==> src/rtl/hs_pkg.sv <==
package hs_pkg;

    typedef enum logic [2:0] {
        MD_RESET    = 3'd0,
        MD_NORM_REQ = 3'd1,
        MD_NORMAL   = 3'd2,
        MD_STOP     = 3'd3,
        MD_SLEEP    = 3'd4
    } hs_mode_e;

    typedef enum logic {
        SW_ARMED   = 1'b0,
        SW_TRIPPED = 1'b1
    } hs_sw_state_e;

endpackage

==> src/rtl/hs_mode_gate.sv <==
module hs_mode_gate
    import hs_pkg::*;
(
    input  logic [2:0] mode_i,
    output logic       allow_o
);

    hs_mode_e mode;
    assign mode = hs_mode_e'(mode_i);

    always_comb begin
        unique case (mode)
            MD_NORM_REQ,
            MD_NORMAL:   allow_o = 1'b1;
            MD_RESET,
            MD_STOP,
            MD_SLEEP:    allow_o = 1'b0;
            default:     allow_o = 1'b0;
        endcase
    end

endmodule

==> src/rtl/hs_sw_fsm.sv <==
module hs_sw_fsm
    import hs_pkg::*;
#(
    parameter bit PWM_GATED = 1'b1
) (
    input  logic clk,
    input  logic rst_n,
    input  logic allow_i,
    input  logic en_i,
    input  logic wr_i,
    input  logic pwm_i,
    input  logic ot_i,
    output logic gate_o,
    output logic tripped_o,
    output logic evt_o
);

    localparam logic PWM_BYPASS = !PWM_GATED;

    hs_sw_state_e state_q, state_d;
    logic         evt_q, evt_d;
    logic         rewrite;
    logic         pwm_ok;

    assign rewrite = wr_i && en_i;
    assign pwm_ok  = pwm_i | PWM_BYPASS;

    // state register
    always_ff @(posedge clk or negedge rst_n) begin
        if (!rst_n) begin
            state_q <= SW_ARMED;
            evt_q   <= 1'b0;
        end else begin
            state_q <= state_d;
            evt_q   <= evt_d;
        end
    end

    // transitions: thermal trip, rearm, re-trip
    always_comb begin
        state_d = state_q;
        evt_d   = 1'b0;
        unique case (state_q)
            SW_ARMED: begin
                if (ot_i) begin
                    state_d = SW_TRIPPED;
                    evt_d   = 1'b1;
                end
            end
            SW_TRIPPED: begin
                if (rewrite) begin
                    if (ot_i) begin
                        evt_d = 1'b1;
                    end else begin
                        state_d = SW_ARMED;
                    end
                end
            end
            default: state_d = SW_ARMED;
        endcase
    end

    // outputs
    always_comb begin
        gate_o    = 1'b0;
        tripped_o = 1'b0;
        unique case (state_q)
            SW_ARMED:   gate_o = allow_i && en_i && pwm_ok && !ot_i;
            SW_TRIPPED: tripped_o = 1'b1;
            default:    tripped_o = 1'b1;
        endcase
    end

    assign evt_o = evt_q;

endmodule

==> src/rtl/hs_fault_merge.sv <==
module hs_fault_merge #(
    parameter int NUM_SW = 3
) (
    input  logic [NUM_SW-1:0] tripped_i,
    input  logic [NUM_SW-1:0] evt_i,
    output logic              stat_o,
    output logic              evt_o
);

    assign stat_o = |tripped_i;
    assign evt_o  = |evt_i;

endmodule

==> src/rtl/hs_gate_ctrl.sv <==
module hs_gate_ctrl #(
    parameter int                NUM_SW   = 3,
    parameter logic [NUM_SW-1:0] PWM_MASK = 3'b011
) (
    input  logic              clk,
    input  logic              rst_n,
    input  logic [2:0]        dev_mode_i,
    input  logic [NUM_SW-1:0] en_bits_i,
    input  logic              wr_stb_i,
    input  logic              pwm_i,
    input  logic [NUM_SW-1:0] ot_i,
    output logic [NUM_SW-1:0] gate_o,
    output logic              ot_stat_o,
    output logic              fault_evt_o
);

    logic              allow;
    logic [NUM_SW-1:0] tripped;
    logic [NUM_SW-1:0] evt;

    hs_mode_gate u_mode (
        .mode_i  (dev_mode_i),
        .allow_o (allow)
    );

    for (genvar k = 0; k < NUM_SW; k++) begin : g_sw
        hs_sw_fsm #(
            .PWM_GATED (PWM_MASK[k])
        ) u_sw (
            .clk       (clk),
            .rst_n     (rst_n),
            .allow_i   (allow),
            .en_i      (en_bits_i[k]),
            .wr_i      (wr_stb_i),
            .pwm_i     (pwm_i),
            .ot_i      (ot_i[k]),
            .gate_o    (gate_o[k]),
            .tripped_o (tripped[k]),
            .evt_o     (evt[k])
        );
    end

    hs_fault_merge #(
        .NUM_SW (NUM_SW)
    ) u_merge (
        .tripped_i (tripped),
        .evt_i     (evt),
        .stat_o    (ot_stat_o),
        .evt_o     (fault_evt_o)
    );

endmodule

==> config.mk <==
export PLATFORM = sky130hd
export DESIGN_NAME = hs_gate_ctrl
export DESIGN_NICKNAME = d
export VERILOG_FILES = /design/src/rtl/hs_pkg.sv /design/src/rtl/hs_mode_gate.sv /design/src/rtl/hs_sw_fsm.sv /design/src/rtl/hs_fault_merge.sv /design/src/rtl/hs_gate_ctrl.sv
export SDC_FILE = /design/constraint.sdc
export NUM_CORES = 1
export LEC_CHECK = 0
export BUFFER_PORTS_ARGS = -buffer_cell sky130_fd_sc_hd__buf_2
export CAP_MARGIN = 40
export CORE_AREA = 2 2 39 41
export CTS_BUF_LIST = sky130_fd_sc_hd__clkbuf_2 sky130_fd_sc_hd__clkbuf_4 sky130_fd_sc_hd__clkbuf_8
export CTS_CLUSTER_DIAMETER = 80
export CTS_CLUSTER_SIZE = 25
export DETAILED_ROUTE_END_ITERATION = 8
export DIE_AREA = 0 0 41 43
export HOLD_SLACK_MARGIN = 0.06
export SLEW_MARGIN = 20
export SYNTH_ARGS = -nofsm -noshare
export SYNTH_HDL_FRONTEND = slang
export SYNTH_HIERARCHICAL = 1
export SYNTH_SLANG_ARGS = --single-unit
export TNS_END_PERCENT = 10
==> constraint.sdc <==
create_clock -name clk -period 1.1 [get_ports clk]
set_clock_uncertainty 0.1 [all_clocks]
set_input_delay 0.11 -clock clk [delete_from_list [all_inputs] [get_ports clk]]
set_output_delay 0.11 -clock clk [all_outputs]
set_load 0.02 [all_outputs]
==> results of run 1 <==
==> what timing repair did <==
item	CTS	global route
pin swaps	1	1
gates cloned	0	0
resized for setup	4	4
hold buffers	5	0
endpoints found under the hold margin	12	0
setup endpoints to repair	5	5
==> report_power, final <==
group	internal [mW]	switching [mW]
logic	0.0515	0.0398
registers	0.236	0.00705
clock network	0.123	0.0686
==> final cells by class <==
class,count,area share
Clock buffer,3,0.0472
Timing Repair Buffer,22,0.312
Tap cell,16,0.0420
Multi-Input combinational cell,19,0.283
Sequential cell,6,0.315
==> worst paths after layout <==
| check | start | to | slack [ns] | cells after the start |
|---|---|---|---|---|
| setup / recovery | g_sw[1].u_sw/state_q | ot_stat_o | -0.25 | 2 |
| hold / removal | en_bits_i[0] | g_sw[0].u_sw/evt_o | 0.09 | 3 |
| setup reg to reg | g_sw[2].u_sw/state_q | g_sw[2].u_sw/state_q | 0.12 | 2 |
| hold reg to reg | g_sw[2].u_sw/state_q | g_sw[2].u_sw/evt_o | 0.56 | 2 |
| max in group asynchronous | rst_n | g_sw[1].u_sw/evt_o | 0.64 | 2 |
| min in group asynchronous | rst_n | g_sw[1].u_sw/state_q | 0.12 | 2 |
==> worst min-delay path, stage by stage <==
cell and delay [ns]:
buf_2 0.08, a21boi_0 0.09, nor2b_1 0.10
==> cell usage after synthesis <==
cell | number | area (sq um)
or2_1 | 3 | 18.8
xnor2_1 | 1 | 8.76
nor3_1 | 1 | 5.00
dfrtp_1 | 6 | 150
nor2_1 | 3 | 11.3
nor2b_1 | 3 | 18.8
nand4b_1 | 2 | 17.5
a21boi_0 | 2 | 15.0
or3_1 | 2 | 12.5
a21boi_2 | 1 | 11.3
nand2_1 | 1 | 3.75
==> flip-flops by register name (all words and copies together) (netlist names) <==
register           cells
g_sw.u_sw/state_q      3
g_sw.u_sw/evt_o        3
==> through the flow <==
step | instance area, sq um | worst slack [ns] | hold slack, ns
3_3_place_gp | 378 | -0.00947 | -0.167
5_1_grt | 477 | -0.282 | 0.122
4_1_cts | 462 | -0.274 | 0.0881
6_report | 477 | -0.255 | 0.0892
2_1_floorplan | 273 | 0.0140 | -0.286
3_5_place_dp | 378 | -0.0228 | -0.167
==> cells by family (layout without fill, tap and decap cells) <==
kind of cell,Yosys count,in the layout,share of synthesized area
and+or+nand+nor,15,15,0.321
DFF,6,6,0.550
AOI/OAI and AO/OA,3,3,0.0963
xor gates and xnor gates,1,1,0.0321
buffers and inverters,0,25,0
==> per-layer routing <==
layer | track usage | vias to the layer above | part of all wire
met4 | 0.120 | 0 | 0
li1 | - | 137 | -
met2 | 0.125 | 12 | 0.52
met1 | 0.0803 | 114 | 0.40
met3 | 0.0157 | 0 | 0.080
met5 | 0 | - | 0
==> flow_summary.ini, run 1 <==
[timing]
layout_setup_ws_ns = -0.255
fin_tns_setup_ns = -0.757
drv_slew = 0
worst_pin_slew_ns = 0.208
fin_crit_sh = 1.23
fin_crit_ns = 1.35
hold_viol_final = 0
max_freq_mhz = 738
rsz0062_at_grt = true
finalSetupViolations = 5
relSlewSlack = 0.860

[min_path]
hold_class = in2reg

[detailed_routing]
detail-route-antenna-nets = 0
wirelength_um = 574
wire_per_inst_um = 8.70
drcViolationCount = 0
drt_iter0_drc = 0
viasPerCell = 3.98
vias = 263
drtPass1Iterations = 1

[die]
num_rows = 14
die_height_um = 43
fp.dieArea_sq_um = 1760
ios = 18
initial_utilization = 0.197
core_area_sq_um = 1380
die_x_um = 41

[worst_setup_path]
cpMaxStageDelayCell = or3_4
crit_arrival_ns = 1.14
critPathRequiredTime_ns = 0.89
endpoint_kind = output port
crit_fanout = 3
crit_buf_inv = 1
critical_path_class = reg2out
startpoint_type = flip-flop
worstPathCellList = or3_4 -> buf_6
critPathTopFamily = simple AND/OR/NAND/NOR gates
cpPeakStageDelay_ns = 0.39

[cells_and_area]
regArea_sq_um = 150
layout-drive-gt1-share = 0.480
final_cells = 66
fillers = 147
fin_util = 0.344
multiInputGateArea_sq_um = 135
final_common_cell = buf_2
nets = 65
n_antenna_cell = 0
area_growth_pct = 74.8
final_cell_mix = buf_2 (13), dfrtp_1 (6), dlygate4sd3_1 (5)

[global_route]
antenna_found_initial = 0
grt_usage = 0.0864
grt_pass1_vias = 274
grt_max_degree = 7
grt_pass1_wl_um = 938
overflow = 0

[status]
status = finished with violations
violations = negative setup slack

[placement]
port_buffers = 17
place.gp.congestion = 0.692
dpl.cell_count = 58

[yosys]
yosys_warnings = 6
ys_seq_elements = 6
synth.distinct_cells = 11
syn-cell-area_sq_um = 273
syn_inst = 25
yosysSeqAreaShare = 0.550
avgSynthCellArea_sq_um = 10.9
syn_nets = 38

[clock_network]
cts_tree = built
insertion_delay_ns = 0.24
htree_levels = 1
clockRootBuffer = clkbuf_4
clockBufferDepth = 2
numClockSinks = 6
post_cts_buffers = 0
clk_pin_slew_ns = 0.04
numCtsBuffers = 3

[job]
maxCapViolations = 0

[power_and_ir_drop]
peakVddDrop_mv = 0.304
p_leak_nw = 0.216
total_power_uw = 526
power.density_nw_per_um2 = 1100
No activity file was read; power rests on OpenSTA's default activity.
==> run 2: changes to the inputs <==
Settings changed: CELL_PAD_IN_SITES_DETAIL_PLACEMENT set to 2, CELL_PAD_IN_SITES_GLOBAL_PLACEMENT set to 2, PLACE_DENSITY_LB_ADDON set to 0.1.
Clock period 1.1 ns to 1.65 ns, I/O delays scaled along.
==> run 2 against run 1 <==
Against the previous run: the flow now finishes without violations; critical path depth grew 2; non-clock buffer count shrank 1; critical path type is now in2out; largest power group unchanged; highest routed layer is now met4; wire length is 38% higher; critical endpoint is now gate_o[2]; via count up 6.8%; utilization is 2.6 points lower; sequential cell count did not move.
==> flow_summary.ini, run 2 (same netlist as run 1, synthesis figures left out) <==
[detailed_routing]
drtPass1Iterations = 1
viasPerCell = 4.32
vias = 281
wirelength_um = 792
drcViolationCount = 0
drt_iter0_drc = 0
detail-route-antenna-nets = 0
wire_per_inst_um = 12.2

[global_route]
antenna_found_initial = 0
grt_usage = 0.127
overflow = 0
grt_max_degree = 7
grt_pass1_vias = 331
grt_pass1_wl_mm = 1.39

[cells_and_area]
final_common_cell = buf_2
final_cell_mix = buf_2 (17), dfrtp_1 (6), dlygate4sd3_1 (4)
regArea_sq_um = 150
fin_area_sq_um = 440
nets = 64
fillers = 166
layout-drive-gt1-share = 0.429
multiInputGateArea_sq_um = 123
n_antenna_cell = 0
area_growth_pct = 61.5

[timing]
drv_slew = 0
fin_crit_ns = 1.47
rsz0062_at_grt = false
worst_pin_slew_ns = 0.222
fin_tns_setup_ns = 0
finalSetupViolations = 0
relSlewSlack = 0.851
max_freq_mhz = 679
fin_crit_sh = 0.892
hold_viol_final = 0

[worst_setup_path]
worstPathCellList = dlygate4sd3_1 -> buf_2 -> nor3_1 -> buf_2
crit_path_frequent_cell = buf_2
critPathRequiredTime_ns = 1.38
crit_fanout = 3
startpoint_type = input port
cpPeakStageDelay_ns = 0.53
crit_arrival_ns = 1.21
cpMaxStageDelayCell = dlygate4sd3_1
endpoint_kind = output port
critical_path_class = in2out
rrSetupSlack_ns = 0.67
ff2ff_path_depth = 2

[clock_network]
ctsResizeCount = 0
clockBufferDepth = 2
numCtsBuffers = 3
numClockSinks = 6
htree_levels = 1
clk_pin_slew_ns = 0.04
insertion_delay_ns = 0.25
clockRootBuffer = clkbuf_4
cts_tree = built

[min_path]
hold_class = in2reg
hold_depth = 3

[die]
core_area_sq_um = 1380
fp.dieArea_sq_um = 1760
ios = 18
die_x_um = 41
initial_utilization = 0.197
die_height_um = 43
num_rows = 14

[power_and_ir_drop]
p_leak_nw = 0.207
power.density_nw_per_um2 = 813
peakVddDrop_mv = 0.265
total_power_uw = 358

[status]
status = finished clean

[placement]
port_buffers = 17
place.gp.congestion = 0.659
dpl-instance-area_sq_um = 378
hpwl_um = 611

[job]
maxCapViolations = 0
[run 2: cell types whose count changed in the layout (fill, tap and decap cells not counted)]
cell / delta
nor3_2: -1
nor2_2: -1
buf_6: -1
nor2_1: +1
buf_4: -3
buf_2: +4
or3_1: +1
dlygate4sd3_1: -1
or3_4: -1
nor3_1: +1
[run 2: final timing paths]
| check | startpoint | to |
|---|---|---|
| min in group asynchronous | rst_n | g_sw[1].u_sw/evt_o |
| worst max-delay path | ot_i[2] | gate_o[2] |
| worst min-delay path | en_bits_i[2] | g_sw[2].u_sw/evt_o |
| worst min register to register | g_sw[2].u_sw/state_q | g_sw[2].u_sw/evt_o |
| worst max register to register | g_sw[2].u_sw/state_q | g_sw[2].u_sw/state_q |
| max in group asynchronous | rst_n | g_sw[1].u_sw/state_q |
[run 2: layout make-up]
type                       instances  share of cell area
tap                               16              0.0455
multi-input combinational         19               0.278
sequential                         6               0.341
timing repair buffer              21               0.284
clock buffer                       3              0.0511
[run 2: what timing repair did]
action / 4_1_cts / 5_1_grt
buffers inserted: 0 / 0
hold buffers: 4 / 0
hold endpoints to repair: 9 / 0
[run 2: report_power, final]
| group | switching, mW | total, mW | internal, mW |
|---|---|---|---|
| logic | 0.0273 | 0.0590 | 0.0316 |
| registers | 0.00455 | 0.162 | 0.157 |
| clock network | 0.0551 | 0.138 | 0.0824 |
| total | 0.0870 | 0.358 | 0.271 |
[run 2: metal layers]
layer,vias to the layer above,share of wire,track usage
met5,-,0,0
met4,0,0.037,0.120
met3,4,0.086,0.0314
met2,17,0.48,0.191
met1,126,0.40,0.134
li1,134,-,-
[run 2: metrics by stage]
stage | utilization | hold WS (ns) | setup WS [ns] | cells
finish | 0.318 | 0.117 | 0.178 | 65
global route | 0.318 | 0.155 | 0.131 | 65
CTS | 0.318 | 0.121 | 0.191 | 65
detailed placement | 0.273 | -0.100 | 0.393 | 58
global placement | 0.273 | -0.106 | 0.404 | 58
floorplan | - | -0.231 | 0.454 | 25
[run 2: worst max-delay path, delay by kind of cell]
kind | cells | cell delay (ns)
buffers and inverters | 3 | 0.86
and+or+nand+nor | 1 | 0.19
==> run 3: changes to the inputs <==
Settings changed: CELL_PAD_IN_SITES_DETAIL_PLACEMENT 2 to unset, CELL_PAD_IN_SITES_GLOBAL_PLACEMENT 2 to unset, PLACE_DENSITY_LB_ADDON 0.1 to unset.
Clock period 1.65 ns to 1.5 ns, I/O delays scaled along.
==> run 3 against run 2 <==
Against the previous run: utilization rose by 0.36 points; register-to-register slack got worse by 0.15 ns; cell count stayed put; sequential share of layout area fell by 0.38 points; via count is 7.5% lower; count of clock-buffer cells in the layout did not move; first-iteration DRC count increased by 5; global-route usage is 3.8 points lower; design area is 1.1% higher; die area unchanged; wire length fell by 29%.
==> flow_summary.ini, run 3 (same netlist as run 1, synthesis figures left out) <==
[detailed_routing]
wirelength_um = 563
wire_per_inst_um = 8.66
drtPass1Iterations = 4
vias = 260
detail-route-antenna-nets = 0
viasPerCell = 4.00
drcViolationCount = 0
drt_iter0_drc = 5

[die]
ios = 18
die_height_um = 43
initial_utilization = 0.197
core_area_sq_um = 1380
num_rows = 14
fp.dieArea_sq_um = 1760
die_x_um = 41

[clock_network]
post_cts_buffers = 0
clockRootBuffer = clkbuf_4
cts_tree = built
htree_levels = 1
insertion_delay_ns = 0.24
clk_pin_slew_ns = 0.04
numClockSinks = 6
numCtsBuffers = 3
clockBufferDepth = 2

[placement]
port_buffers = 17
dpl-instance-area_sq_um = 378
place.gp.congestion = 0.699

[timing]
fin_crit_ns = 1.39
hold_viol_final = 0
fin_tns_setup_ns = 0
finalSetupViolations = 0
fin_crit_sh = 0.928
max_freq_mhz = 718
worst_pin_slew_ns = 0.229
rsz0062_at_grt = false
drv_slew = 0
whs_ns = 0.104
relSlewSlack = 0.846

[worst_setup_path]
cpPeakStageDelay_ns = 0.38
cpMaxStageDelayCell = dfrtp_1
crit_arrival_ns = 1.14
endpoint_kind = output port
startpoint_type = flip-flop
critical_path_class = reg2out
crit_fanout = 3
worstPathCellList = or3_1 -> buf_2
critPathRequiredTime_ns = 1.25

[cells_and_area]
final_cell_mix = buf_2 (17), dfrtp_1 (6), dlygate4sd3_1 (4)
fin_util = 0.322
fillers = 151
n_antenna_cell = 0
fin_area_sq_um = 445
layout-drive-gt1-share = 0.449
nets = 64
area_growth_pct = 63.3
final_common_cell = buf_2

[status]
status = finished clean

[global_route]
grt_pass1_wl_um = 910
grt_max_degree = 7
grt_pass1_vias = 242
overflow = 0
grt_usage = 0.0892
antenna_found_initial = 0

[power_and_ir_drop]
p_leak_nw = 0.208
peakVddDrop_mv = 0.247
total_power_uw = 382
power.density_nw_per_um2 = 858

[min_path]
hold_class = in2reg

[job]
maxCapViolations = 0
## run 3: worst max-delay path: cells and delay by family (launching register included)
family                 cells  cell delay (ns)
flip-flops                 1             0.38
buffers and inverters      1             0.16
AND/OR/NAND/NOR            1             0.36
## run 3: through the flow
stage / cells / worst slack [ns]
floorplan: 25 / 0.334
global placement: 58 / 0.347
detailed placement: 58 / 0.329
CTS: 65 / 0.0927
global route: 65 / 0.0197
finish: 65 / 0.108
## run 3: worst paths after layout
kind / cells past startpoint / slack, ns / start / endpoint
setup / recovery: 2 / 0.11 / g_sw[1].u_sw/state_q / ot_stat_o
hold / removal: 3 / 0.10 / en_bits_i[2] / g_sw[2].u_sw/evt_o
setup reg to reg: 2 / 0.52 / g_sw[2].u_sw/state_q / g_sw[2].u_sw/state_q
hold reg to reg: 2 / 0.55 / g_sw[2].u_sw/state_q / g_sw[2].u_sw/evt_o
max in group asynchronous: 2 / 1.01 / rst_n / g_sw[1].u_sw/state_q
min in group asynchronous: 2 / 0.16 / rst_n / g_sw[1].u_sw/evt_o
## run 3: cell type report
class | instances | area [sq um] | area share
well taps | 16 | 20.0 | 0.0449
multi-input cells | 19 | 128 | 0.287
flip-flops and latches | 6 | 150 | 0.337
repair buffers | 21 | 125 | 0.281
clock buffers | 3 | 22.5 | 0.0506
## run 3: where the power goes
group | switching (mW) | internal [mW] | total (mW)
registers | 0.00512 | 0.173 | 0.178
clock network | 0.0511 | 0.0900 | 0.141
logic | 0.0282 | 0.0348 | 0.0630
total | 0.0844 | 0.298 | 0.382
## run 3: what timing repair did
item	CTS	global route
endpoints found under the hold margin	10	0
setup endpoints to repair	0	1
hold buffers	4	0
gates resized for setup	0	1
## run 3: routing by layer
layer	GRT usage	routed length, um	share of wire	vias up
met1	0.0828	239	0.42	107
met5	0	0	0	-
met3	0.0314	49	0.087	4
li1	-	-	-	133
met4	0.140	33	0.059	0
met2	0.113	241	0.43	16
